## config.mk

```make
export PLATFORM = sky130hd
export DESIGN_NAME = psram_ctl
export DESIGN_NICKNAME = d
export VERILOG_FILES = /design/src/rtl/psram_pkg.sv /design/src/rtl/psram_powerup.sv /design/src/rtl/psram_streak.sv /design/src/rtl/psram_rsp_reg.sv /design/src/rtl/psram_ctl.sv
export SDC_FILE = /design/constraint.sdc
export NUM_CORES = 1
export LEC_CHECK = 0
export BUFFER_PORTS_ARGS = -buffer_cell sky130_fd_sc_hd__buf_4
export CORE_AREA = 2 2 118 120
export CTS_CLUSTER_SIZE = 12
export DETAILED_ROUTE_END_ITERATION = 8
export DIE_AREA = 0 0 120 122
export SLEW_MARGIN = 15
export SYNTH_ARGS = -nofsm -noshare
export SYNTH_HDL_FRONTEND = slang
export SYNTH_SLANG_ARGS = --single-unit
```

## constraint.sdc

```tcl
create_clock -name clk -period 2.8 [get_ports clk]
set_clock_uncertainty 0.2 [all_clocks]
set_input_delay 0.14 -clock clk [delete_from_list [all_inputs] [get_ports clk]]
set_output_delay 0.14 -clock clk [all_outputs]
set_load 0.02 [all_outputs]
```

## src/rtl/psram_pkg.sv

```systemverilog
package psram_pkg;

  typedef enum logic [1:0] {
    OP_READ  = 2'd0,
    OP_WRITE = 2'd1,
    OP_PAGE  = 2'd2,
    OP_READ2 = 2'd3
  } op_e;

  typedef enum logic [2:0] {
    ST_PWR,
    ST_IDLE,
    ST_RD,
    ST_WR,
    ST_COOL
  } st_e;

  function automatic int unsigned ns_to_cyc(input int unsigned ns, input int unsigned clk_ns);
    return (ns + clk_ns - 1) / clk_ns;
  endfunction

  function automatic int unsigned umax(input int unsigned a, input int unsigned b);
    return (a > b) ? a : b;
  endfunction

endpackage

```

## src/rtl/psram_powerup.sv

```systemverilog
module psram_powerup #(
  parameter int unsigned PU_CYC = 10000
) (
  input  logic clk,
  input  logic rst_n,
  output logic up
);
  localparam int unsigned W = $clog2(PU_CYC + 2);

  logic [W-1:0] cnt;

  assign up = (cnt == W'(PU_CYC));

  always_ff @(posedge clk or negedge rst_n) begin
    if (!rst_n)  cnt <= '0;
    else if (!up) cnt <= cnt + 1'b1;
  end
endmodule

```

## src/rtl/psram_streak.sv

```systemverilog
module psram_streak #(
  parameter int unsigned LONG_AFTER = 50
) (
  input  logic clk,
  input  logic rst_n,
  input  logic brk,
  input  logic wr_start,
  output logic long_next
);
  localparam int unsigned SW = $clog2(LONG_AFTER + 2);

  logic [SW-1:0] cnt;
  logic [SW-1:0] base;

  assign base      = brk ? '0 : cnt;
  assign long_next = (base >= SW'(LONG_AFTER));

  always_ff @(posedge clk or negedge rst_n) begin
    if (!rst_n) begin
      cnt <= '0;
    end else if (wr_start) begin
      cnt <= (base == SW'(LONG_AFTER + 1)) ? base : base + 1'b1;
    end else if (brk) begin
      cnt <= '0;
    end
  end
endmodule

```

## src/rtl/psram_rsp_reg.sv

```systemverilog
module psram_rsp_reg #(
  parameter int unsigned DW = 16
) (
  input  logic          clk,
  input  logic          rst_n,
  input  logic          load,
  input  logic [DW-1:0] din,
  input  logic          rsp_ready,
  output logic          rsp_valid,
  output logic [DW-1:0] rsp_data,
  output logic          busy
);
  assign busy = rsp_valid && !rsp_ready;

  always_ff @(posedge clk or negedge rst_n) begin
    if (!rst_n) begin
      rsp_valid <= 1'b0;
      rsp_data  <= '0;
    end else if (load) begin
      rsp_valid <= 1'b1;
      rsp_data  <= din;
    end else if (rsp_ready) begin
      rsp_valid <= 1'b0;
    end
  end
endmodule

```

## src/rtl/psram_ctl.sv

```systemverilog
module psram_ctl
  import psram_pkg::*;
#(
  parameter int unsigned DW           = 16,
  parameter int unsigned AW           = 21,
  parameter int unsigned CLK_NS       = 20,
  parameter int unsigned T_PU_NS      = 200000,
  parameter int unsigned T_RC_NS      = 70,
  parameter int unsigned T_AA_NS      = 70,
  parameter int unsigned T_OE_NS      = 35,
  parameter int unsigned T_PC_NS      = 25,
  parameter int unsigned T_PA_NS      = 20,
  parameter int unsigned T_WC_NS      = 70,
  parameter int unsigned T_WP_NS      = 55,
  parameter int unsigned T_DW_NS      = 30,
  parameter int unsigned T_WC_LONG_NS = 90,
  parameter int unsigned T_WP_LONG_NS = 70,
  parameter int unsigned LONG_AFTER   = 50
) (
  input  logic          clk,
  input  logic          rst_n,
  input  logic          req_valid,
  output logic          req_ready,
  input  logic [1:0]    req_op,
  input  logic [AW-1:0] req_addr,
  input  logic [DW-1:0] req_wdata,
  input  logic [1:0]    req_be,
  output logic          rsp_valid,
  input  logic          rsp_ready,
  output logic [DW-1:0] rsp_data,
  output logic [AW-1:0] mem_addr,
  output logic          mem_cs1_n,
  output logic          mem_cs2,
  output logic          mem_oe_n,
  output logic          mem_we_n,
  output logic          mem_ub_n,
  output logic          mem_lb_n,
  output logic [DW-1:0] mem_dq_out,
  output logic          mem_dq_oe,
  input  logic [DW-1:0] mem_dq_in
);
  // cycle counts, always rounded up
  localparam int unsigned PU_CYC  = ns_to_cyc(T_PU_NS, CLK_NS);
  localparam int unsigned RC_CYC  = umax(ns_to_cyc(T_RC_NS, CLK_NS), 1);
  localparam int unsigned RD_CYC  = umax(umax(RC_CYC, ns_to_cyc(T_AA_NS, CLK_NS)),
                                         1 + ns_to_cyc(T_OE_NS, CLK_NS));
  localparam int unsigned PG_CYC  = umax(umax(ns_to_cyc(T_PC_NS, CLK_NS),
                                              ns_to_cyc(T_PA_NS, CLK_NS)), 1);
  localparam int unsigned WP_CYC  = umax(ns_to_cyc(T_WP_NS, CLK_NS), 1);
  localparam int unsigned WC_CYC  = umax(umax(ns_to_cyc(T_WC_NS, CLK_NS), WP_CYC + 1),
                                         ns_to_cyc(T_DW_NS, CLK_NS));
  localparam int unsigned WPL_CYC = umax(ns_to_cyc(T_WP_LONG_NS, CLK_NS), WP_CYC);
  localparam int unsigned WCL_CYC = umax(umax(ns_to_cyc(T_WC_LONG_NS, CLK_NS), WPL_CYC + 1),
                                         WC_CYC);
  localparam int unsigned CW      = $clog2(umax(umax(RD_CYC, WCL_CYC),
                                                umax(RC_CYC, PG_CYC)) + 1);

  st_e           st;
  logic [CW-1:0] cnt;
  logic [1:0]    word;
  logic          page_q;
  logic          long_q;
  logic [AW-1:0] addr_q;
  logic [DW-1:0] wdata_q;
  logic [1:0]    be_q;

  logic          up;
  logic          long_next;
  logic          rsp_busy;
  logic [CW-1:0] word_len;
  logic [CW-1:0] wc_len;
  logic [CW-1:0] wp_len;
  logic          rd_end;
  logic          sample;
  logic          last_word;
  logic          wr_last;
  logic          acc;
  logic          acc_wr;
  logic          acc_rd;
  logic          brk;

  psram_powerup #(.PU_CYC(PU_CYC)) u_pwr (
    .clk   (clk),
    .rst_n (rst_n),
    .up    (up)
  );

  psram_streak #(.LONG_AFTER(LONG_AFTER)) u_streak (
    .clk       (clk),
    .rst_n     (rst_n),
    .brk       (brk),
    .wr_start  (acc_wr),
    .long_next (long_next)
  );

  psram_rsp_reg #(.DW(DW)) u_rsp (
    .clk       (clk),
    .rst_n     (rst_n),
    .load      (sample),
    .din       (mem_dq_in),
    .rsp_ready (rsp_ready),
    .rsp_valid (rsp_valid),
    .rsp_data  (rsp_data),
    .busy      (rsp_busy)
  );

  assign word_len  = (word == 2'd0) ? CW'(RD_CYC) : CW'(PG_CYC);
  assign wc_len    = long_q ? CW'(WCL_CYC) : CW'(WC_CYC);
  assign wp_len    = long_q ? CW'(WPL_CYC) : CW'(WP_CYC);
  assign rd_end    = (st == ST_RD) && (cnt == word_len - 1'b1);
  assign sample    = rd_end && !rsp_busy;
  assign last_word = !page_q || (word == 2'd3);
  assign wr_last   = (st == ST_WR) && (cnt == wc_len - 1'b1);

  assign req_ready = (st == ST_IDLE) || wr_last;
  assign acc       = req_valid && req_ready;
  assign acc_wr    = acc && (req_op == OP_WRITE);
  assign acc_rd    = acc && (req_op != OP_WRITE);
  assign brk       = (st == ST_IDLE) || acc_rd;

  always_ff @(posedge clk or negedge rst_n) begin
    if (!rst_n) begin
      st      <= ST_PWR;
      cnt     <= '0;
      word    <= '0;
      page_q  <= 1'b0;
      long_q  <= 1'b0;
      addr_q  <= '0;
      wdata_q <= '0;
      be_q    <= '0;
    end else begin
      unique case (st)
        ST_PWR: begin
          if (up) st <= ST_IDLE;
        end
        ST_IDLE, ST_WR: begin
          if (acc) begin
            addr_q  <= req_addr;
            wdata_q <= req_wdata;
            be_q    <= req_be;
            page_q  <= (req_op == OP_PAGE);
            long_q  <= long_next;
            cnt     <= '0;
            word    <= '0;
            st      <= acc_wr ? ST_WR : ST_RD;
          end else if (st == ST_WR) begin
            if (wr_last) st <= ST_IDLE;
            else         cnt <= cnt + 1'b1;
          end
        end
        ST_RD: begin
          if (sample) begin
            cnt <= '0;
            if (last_word) st <= page_q ? ST_COOL : ST_IDLE;
            else           word <= word + 1'b1;
          end else if (!rd_end) begin
            cnt <= cnt + 1'b1;
          end
        end
        ST_COOL: begin
          if (cnt == CW'(RC_CYC - 1)) begin
            cnt <= '0;
            st  <= ST_IDLE;
          end else begin
            cnt <= cnt + 1'b1;
          end
        end
        default: st <= ST_IDLE;
      endcase
    end
  end

  assign mem_cs1_n  = !((st == ST_RD) || (st == ST_WR));
  assign mem_cs2    = (st != ST_PWR);
  assign mem_addr   = {addr_q[AW-1:2], page_q ? word : addr_q[1:0]};
  assign mem_oe_n   = !((st == ST_RD) && ((cnt != '0) || (word != 2'd0)));
  assign mem_we_n   = !((st == ST_WR) && (cnt >= wc_len - wp_len));
  assign mem_ub_n   = (st == ST_WR) ? !be_q[1] : (st != ST_RD);
  assign mem_lb_n   = (st == ST_WR) ? !be_q[0] : (st != ST_RD);
  assign mem_dq_oe  = (st == ST_WR);
  assign mem_dq_out = wdata_q;

endmodule

```

======== After elaboration in Yosys (flattened, before gate mapping) ========
Cells that the tools add are included.
operators by class
  $lt $le $gt $ge ......................... 2
  equality and inequality tests ........... 24
  shift-type cells ........................ 0
  multiplexer cells ....................... 32
  add/subtract/negate cells ............... 7
  div/mod/pow operators ................... 0
  reduce and logical (&&, ||, !) cells .... 35
  $mul .................................... 0
  bitwise gates (word level) .............. 0
operators with widths
  operator               count
  $mux 3                 16
  $mux 6                 3
  $add 14x1->14 const B  1
  $eq 14x14->1 const B   1
  $ne 3x3->1 const B     4
  $pmux 3 s4             1
  $ne 2x2->1 const B     5
  $eq 3x2->1 const B     3
  $logic_and 1x1->1      9
  $pmux 3 s3             1
  $reduce_bool 3->1      3
  $logic_not 1->1        8
  $mux 2                 4
  $reduce_and 4->1       2
  $add 6x1->6 const B    1
  $eq 3x3->1             2
  $eq 6x6->1 const B     1
  $ge 6x6->1 const B     1
  $mux 1                 6
  $reduce_and 6->1       1
  $reduce_bool 2->1      3
  $sub 3x1->3 const B    2
  $logic_or 1x1->1       5
  $eq 2x2->1 const B     2
  14 further kinds       15
storage, ports and cells
  memories kept ........................... 0
  output and inout port bits .............. 62
  input port bits ......................... 61
  bits in read-only memories .............. 0
  word-level logic and storage cells ...... 112
  memory bits (writable) .................. 0
  bits in registers ....................... 86
  latch bits .............................. 0

======== Logic depth before layout (Yosys ltp) ========
  depth after elaboration ................. 12
  mapped depth ............................ 8
  depth with buffers taken out ............ 7

======== Hierarchy ========
A second synthesis with hierarchy kept.
unflattened totals
  cell total of the unflattened synthesis .. 333
  area, all modules ....................... 4346.7 sq um
modules (own cells, without submodules)
  module         instances  area each (sq um)  cells each  sequential area each (sq um)
  psram_ctl      1          2648.8             204         1226.2
  psram_powerup  1          689.4              60          350.3
  psram_rsp_reg  1          683.2              37          425.4
  psram_streak   1          325.3              32          150.1

======== Least setup slack after synthesis ========
Ideal clock, no wire load.
  kind .................................... register to register
  start ................................... register word[0]
  end ..................................... register cnt[0]
  path slack .............................. 670 ps
  required time ........................... 2475 ps
  arrival time ............................ 1806 ps
  setup time .............................. 125 ps
  path buffers ............................ 0
  period minus slack after synthesis ...... 2130 ps
  cell stages (with the launch flop) ...... 8
  cells stage by stage .................... dfrtp_1 inv_1 ha_1 xnor2_1 a21boi_0 a211oi_1 a21oi_1 mux2_2
on the way
  word-level cells in the longest chain between the ends .. 8
  elaborated cells on any way between the ends .. 10
  classes of those cells .................. add/sub: 1; eq/ne: 2; mux: 3; reduce/logical: 4
RTL lines
  what                                                             RTL line          RTL
  start, declared                                                  psram_ctl.sv:60   logic [1:0] word;
  start signal, assigned                                           psram_ctl.sv:155  else word <= word + 1'b1;
  $logic_not 2->1 (*)                                              psram_ctl.sv:107  assign word_len = (word == 2'd0) ? CW'(RD_CYC) : CW'(PG_CYC);
  $mux 3 (*)                                                       psram_ctl.sv:107
  $sub 3x1->3 (*)                                                  psram_ctl.sv:110  assign rd_end = (st == ST_RD) && (cnt == word_len - 1'b1);
  $eq 3x3->1 (*)                                                   psram_ctl.sv:110
  $logic_and 1x1->1 (*)                                            psram_ctl.sv:110
  $logic_and 1x1->1                                                psram_ctl.sv:111  assign sample = rd_end && !rsp_busy;
  $ne 3x3->1 (no source line) or $mux 3 (tied branches)            n/a
  $reduce_and 4->1 (no source line) or $pmux 3 s3 (tied branches)  n/a
  end signal, assigned                                             psram_ctl.sv:148  else cnt <= cnt + 1'b1;
  end signal, assigned                                             psram_ctl.sv:157  cnt <= cnt + 1'b1;
  end signal, assigned                                             psram_ctl.sv:165  cnt <= cnt + 1'b1;
  end, declared                                                    psram_ctl.sv:59   logic [CW-1:0] cnt;
Mark *: on every way between the ends. The rest lies on a longest branch, timed or not.
A chain may end at the register's enable or synchronous reset.

======== Worst setup path after layout ========
  start ................................... register cnt[2]
  end ..................................... register page_q
on the way
  word-level cells in the longest chain between the ends .. 5
RTL lines
  what                               RTL line          RTL
  $eq 3x3->1                         psram_ctl.sv:113  assign wr_last = (st == ST_WR) && (cnt == wc_len - 1'b1);
  $logic_and 1x1->1                  psram_ctl.sv:113
  $logic_or 1x1->1                   psram_ctl.sv:115  assign req_ready = (st == ST_IDLE) || wr_last;
  $logic_and 1x1->1                  psram_ctl.sv:116  assign acc = req_valid && req_ready;
  $reduce_and 2->1 (no source line)  n/a
  end signal, assigned               psram_ctl.sv:141  page_q <= (req_op == OP_PAGE);
  end, declared                      psram_ctl.sv:61   logic page_q;
Every way passes these cells.

==> metrics <==
ys flop type dfrtp_1; CP Capture Type flip-flop; final setup fails 0; Fmax 0.3890 GHz; Yosys top cell area share 0.5286; vias per std cell 4.455; setup bufs post-CTS 0; number of synthesized register bits 86; WP data required 2810 ps; yosys warns 0; Seq. cell area 2152 um2; minimum clock period 2571 ps; Core Region 13,500 um2; RSZ-0062 raised after global routing false; GPL Wtd Cong 0.8267; slowest stage delay, CP 560 ps; TritonCTS clock tree built; Initial Util 0.3015; FP Rows 43; final setup TNS 0 ps; TritonCTS buffer count 9; Async S/R FF share, synth 1.000; Compound-Gate Fraction of Synth Area 0.05532; grt ovf 0; post-synthesis cell count 331; Power per Cell Area 968.7 nW/um2; mux cell area share after synthesis 0.1690; fillcell total 1,257; clk_lat worst skew 340 ps; max-cap check violation count 0; main combinational cell family by area after synthesis multiplexers; fin nets 570; Inserted Diodes 0; clock buffer depth 2; Final Max Slew Viols 0; Hold Fails Final Rpt 0; Final ANT Viol Nets 0; drt drc 0; Post-Synth Simple-Gate Area 0.1146; global-route wire length before repair 14.70 mm; Ports 123; Synth Area in XOR/XNOR 0.03442; Tot GR Track Use 0.1277; Multi-input gate area 1634 um2; largest net degree at the start of global routing 87; Sinks on Clock Net 86; top cell types by occurrence after synthesis dfrtp_1, mux2_2, buf_4; vias in the first global route 3,078; Yosys top cell by area dfrtp_1; Worst IR Drop VDD 414.9 uV; fraction of layout cells with a size suffix above 1 0.4059; Cell Area, Synth 4071 um2; number of enable flip-flop cells after synthesis 0; Routed wire per std cell 13.44 um; half-perimeter wire length after placement 6.097 mm; clock root buffer clkbuf_16; Worst-path clk slew 60 ps; Die Span X 120 um; Startpoint Class flip-flop; Syn Nets 401; drt pass-1 iters 4; DR iter-0 viols 117; H-Tree Level Count 3; Setup CP Type flip-flop to flip-flop; routed vias 3,052; Power, Total 5.712 mW; crit path max fanout 13; Avg Inst Size Synth 12.30 um2; cells along the critical path and4bb_1 -> o311a_2 -> buf_4 -> nand3b_1 -> dlygate4sd3_1 -> o21ai_0; worst hold path class primary input to flip-flop; sequential-to-total area share from yosys stat 0.5286; max_slew headroom 0.4737; count leader, synth dfrtp_1; full die area 14,640 um2; CP max-delay cell dlygate4sd3_1; area grow syn2layout 44.84%; I/O Buffers 122; initial antenna violation count 0; fin util 0.4367; crit share post-route 0.9180; run status finished, final reports clean; count of cell types in the netlist 51; Worst EP arrival 2580 ps; Slew @ Worst Pin 789.5 ps; post-synthesis adder-cell area fraction 0.02766; die height 122 um; synth top area cells dfrtp_1, mux2_2, buf_4; Pleak 2.729 nW; DRT Wirelength 9.208 mm
cell usage in the layout, fill, tap and decap left out, types with 2 or more instances in the layout:
cell type / n
nand2_1: 16
and3_1: 2
a21boi_0: 2
mux2_2: 54
a21oi_1: 8
nor3_1: 5
nor2b_1: 3
dfrtp_1: 86
nand3b_1: 2
clkinv_2: 5
nand4_1: 8
nand2b_1: 5
clkbuf_16: 9
ha_1: 9
xor2_1: 4
xnor2_1: 12
inv_1: 16
nor4bb_1: 2
mux2i_1: 2
nor2_1: 17
dlygate4sd3_1: 60
buf_4: 126
nand3_1: 8
o21ai_0: 9
or3b_2: 2
mux2_1: 4
timing repair:
item                      4_1_cts  5_1_grt
hold endpoints to repair      146        0
gates resized for setup         0        0
hold buffers                   60        0
registers in the layout, summed over array words and instances, names as in the netlist, 2 cells and up:
name and cells:
u_pwr.cnt 14, cnt 3, addr_q 21, u_streak.cnt 6, word 2, u_rsp.rsp_data 16
be_q 2, st 3, mem_dq_out 16
power breakdown:
group	switching [mW]	total, mW	leakage, nW	internal, mW
Sequential	0.306	2.00	1.07	1.70
Clock	0.461	1.08	0.139	0.617
Combinational	1.32	2.63	1.52	1.31
Total	2.09	5.71	2.73	3.62
cell type report:
cell class              instances  share of cell area
flip-flops and latches         86              0.3649
multi-input cells             200              0.2771
repair buffers                187              0.2642
clock buffers                  11             0.04116
well taps                     180             0.03819
inverters                      16             0.01018
clock inverters                 5            0.004244
final timing paths:
kind / endpoint / from / cells after the start / slack, ps
setup / recovery: page_q$_DFFE_PN0P_ / cnt[2]$_DFFE_PN0P_ / 6 / 230
setup reg to reg: page_q$_DFFE_PN0P_ / cnt[2]$_DFFE_PN0P_ / 6 / 230
min in group asynchronous: u_pwr.cnt[9]$_DFFE_PN0N_ / rst_n / 2 / 230
max in group asynchronous: mem_dq_out[3]$_DFFE_PN0P_ / rst_n / 2 / 1640
hold / removal: u_streak.cnt[1]$_DFF_PN0_ / req_op[0] / 4 / 140
hold reg to reg: u_pwr.cnt[10]$_DFFE_PN0N_ / u_pwr.cnt[10]$_DFFE_PN0N_ / 1 / 270
through the flow:
| step | hold WS [ps] | area (um2) | worst slack (ps) | instances |
|---|---|---|---|---|
| after floorplan | -355.6 | 4071 | 669.5 | 331 |
| after global placement | 157.8 | 5025 | 577.3 | 609 |
| after detailed placement | 162.7 | 5025 | 446.7 | 609 |
| after CTS | 101.2 | 5893 | 216.0 | 685 |
| after global routing | 162.6 | 5897 | 111.5 | 685 |
| final | 136.5 | 5897 | 229.5 | 685 |
routing by layer:
metal / GRT usage / vias up / part of all wire / wire [um]
met3: 0.04354 / 10 / 0.052 / 479
li1: - / 1476 / - / -
met2: 0.2198 / 82 / 0.51 / 4706
met5: 0 / - / 0 / 0
met4: 0.03529 / 0 / 0.012 / 107
met1: 0.1521 / 1484 / 0.43 / 3915
critical path, delay by kind of cell (launching register included):
kind                   cells  cell delay (ps)
AO/OA/AOI/OAI              2              590
buffers and inverters      2              790
flip-flops                 1              500
AND/OR/NAND/NOR            2              360
kinds of logic after synthesis:
kind of cell / Yosys count
muxes: 61
buffers and inverters: 45
AOI/OAI and AO/OA: 34
xor gates and xnor gates: 16
and+or+nand+nor: 80
DFF: 86
adders and majority gates: 9
(Power assumes the default switching activity.)
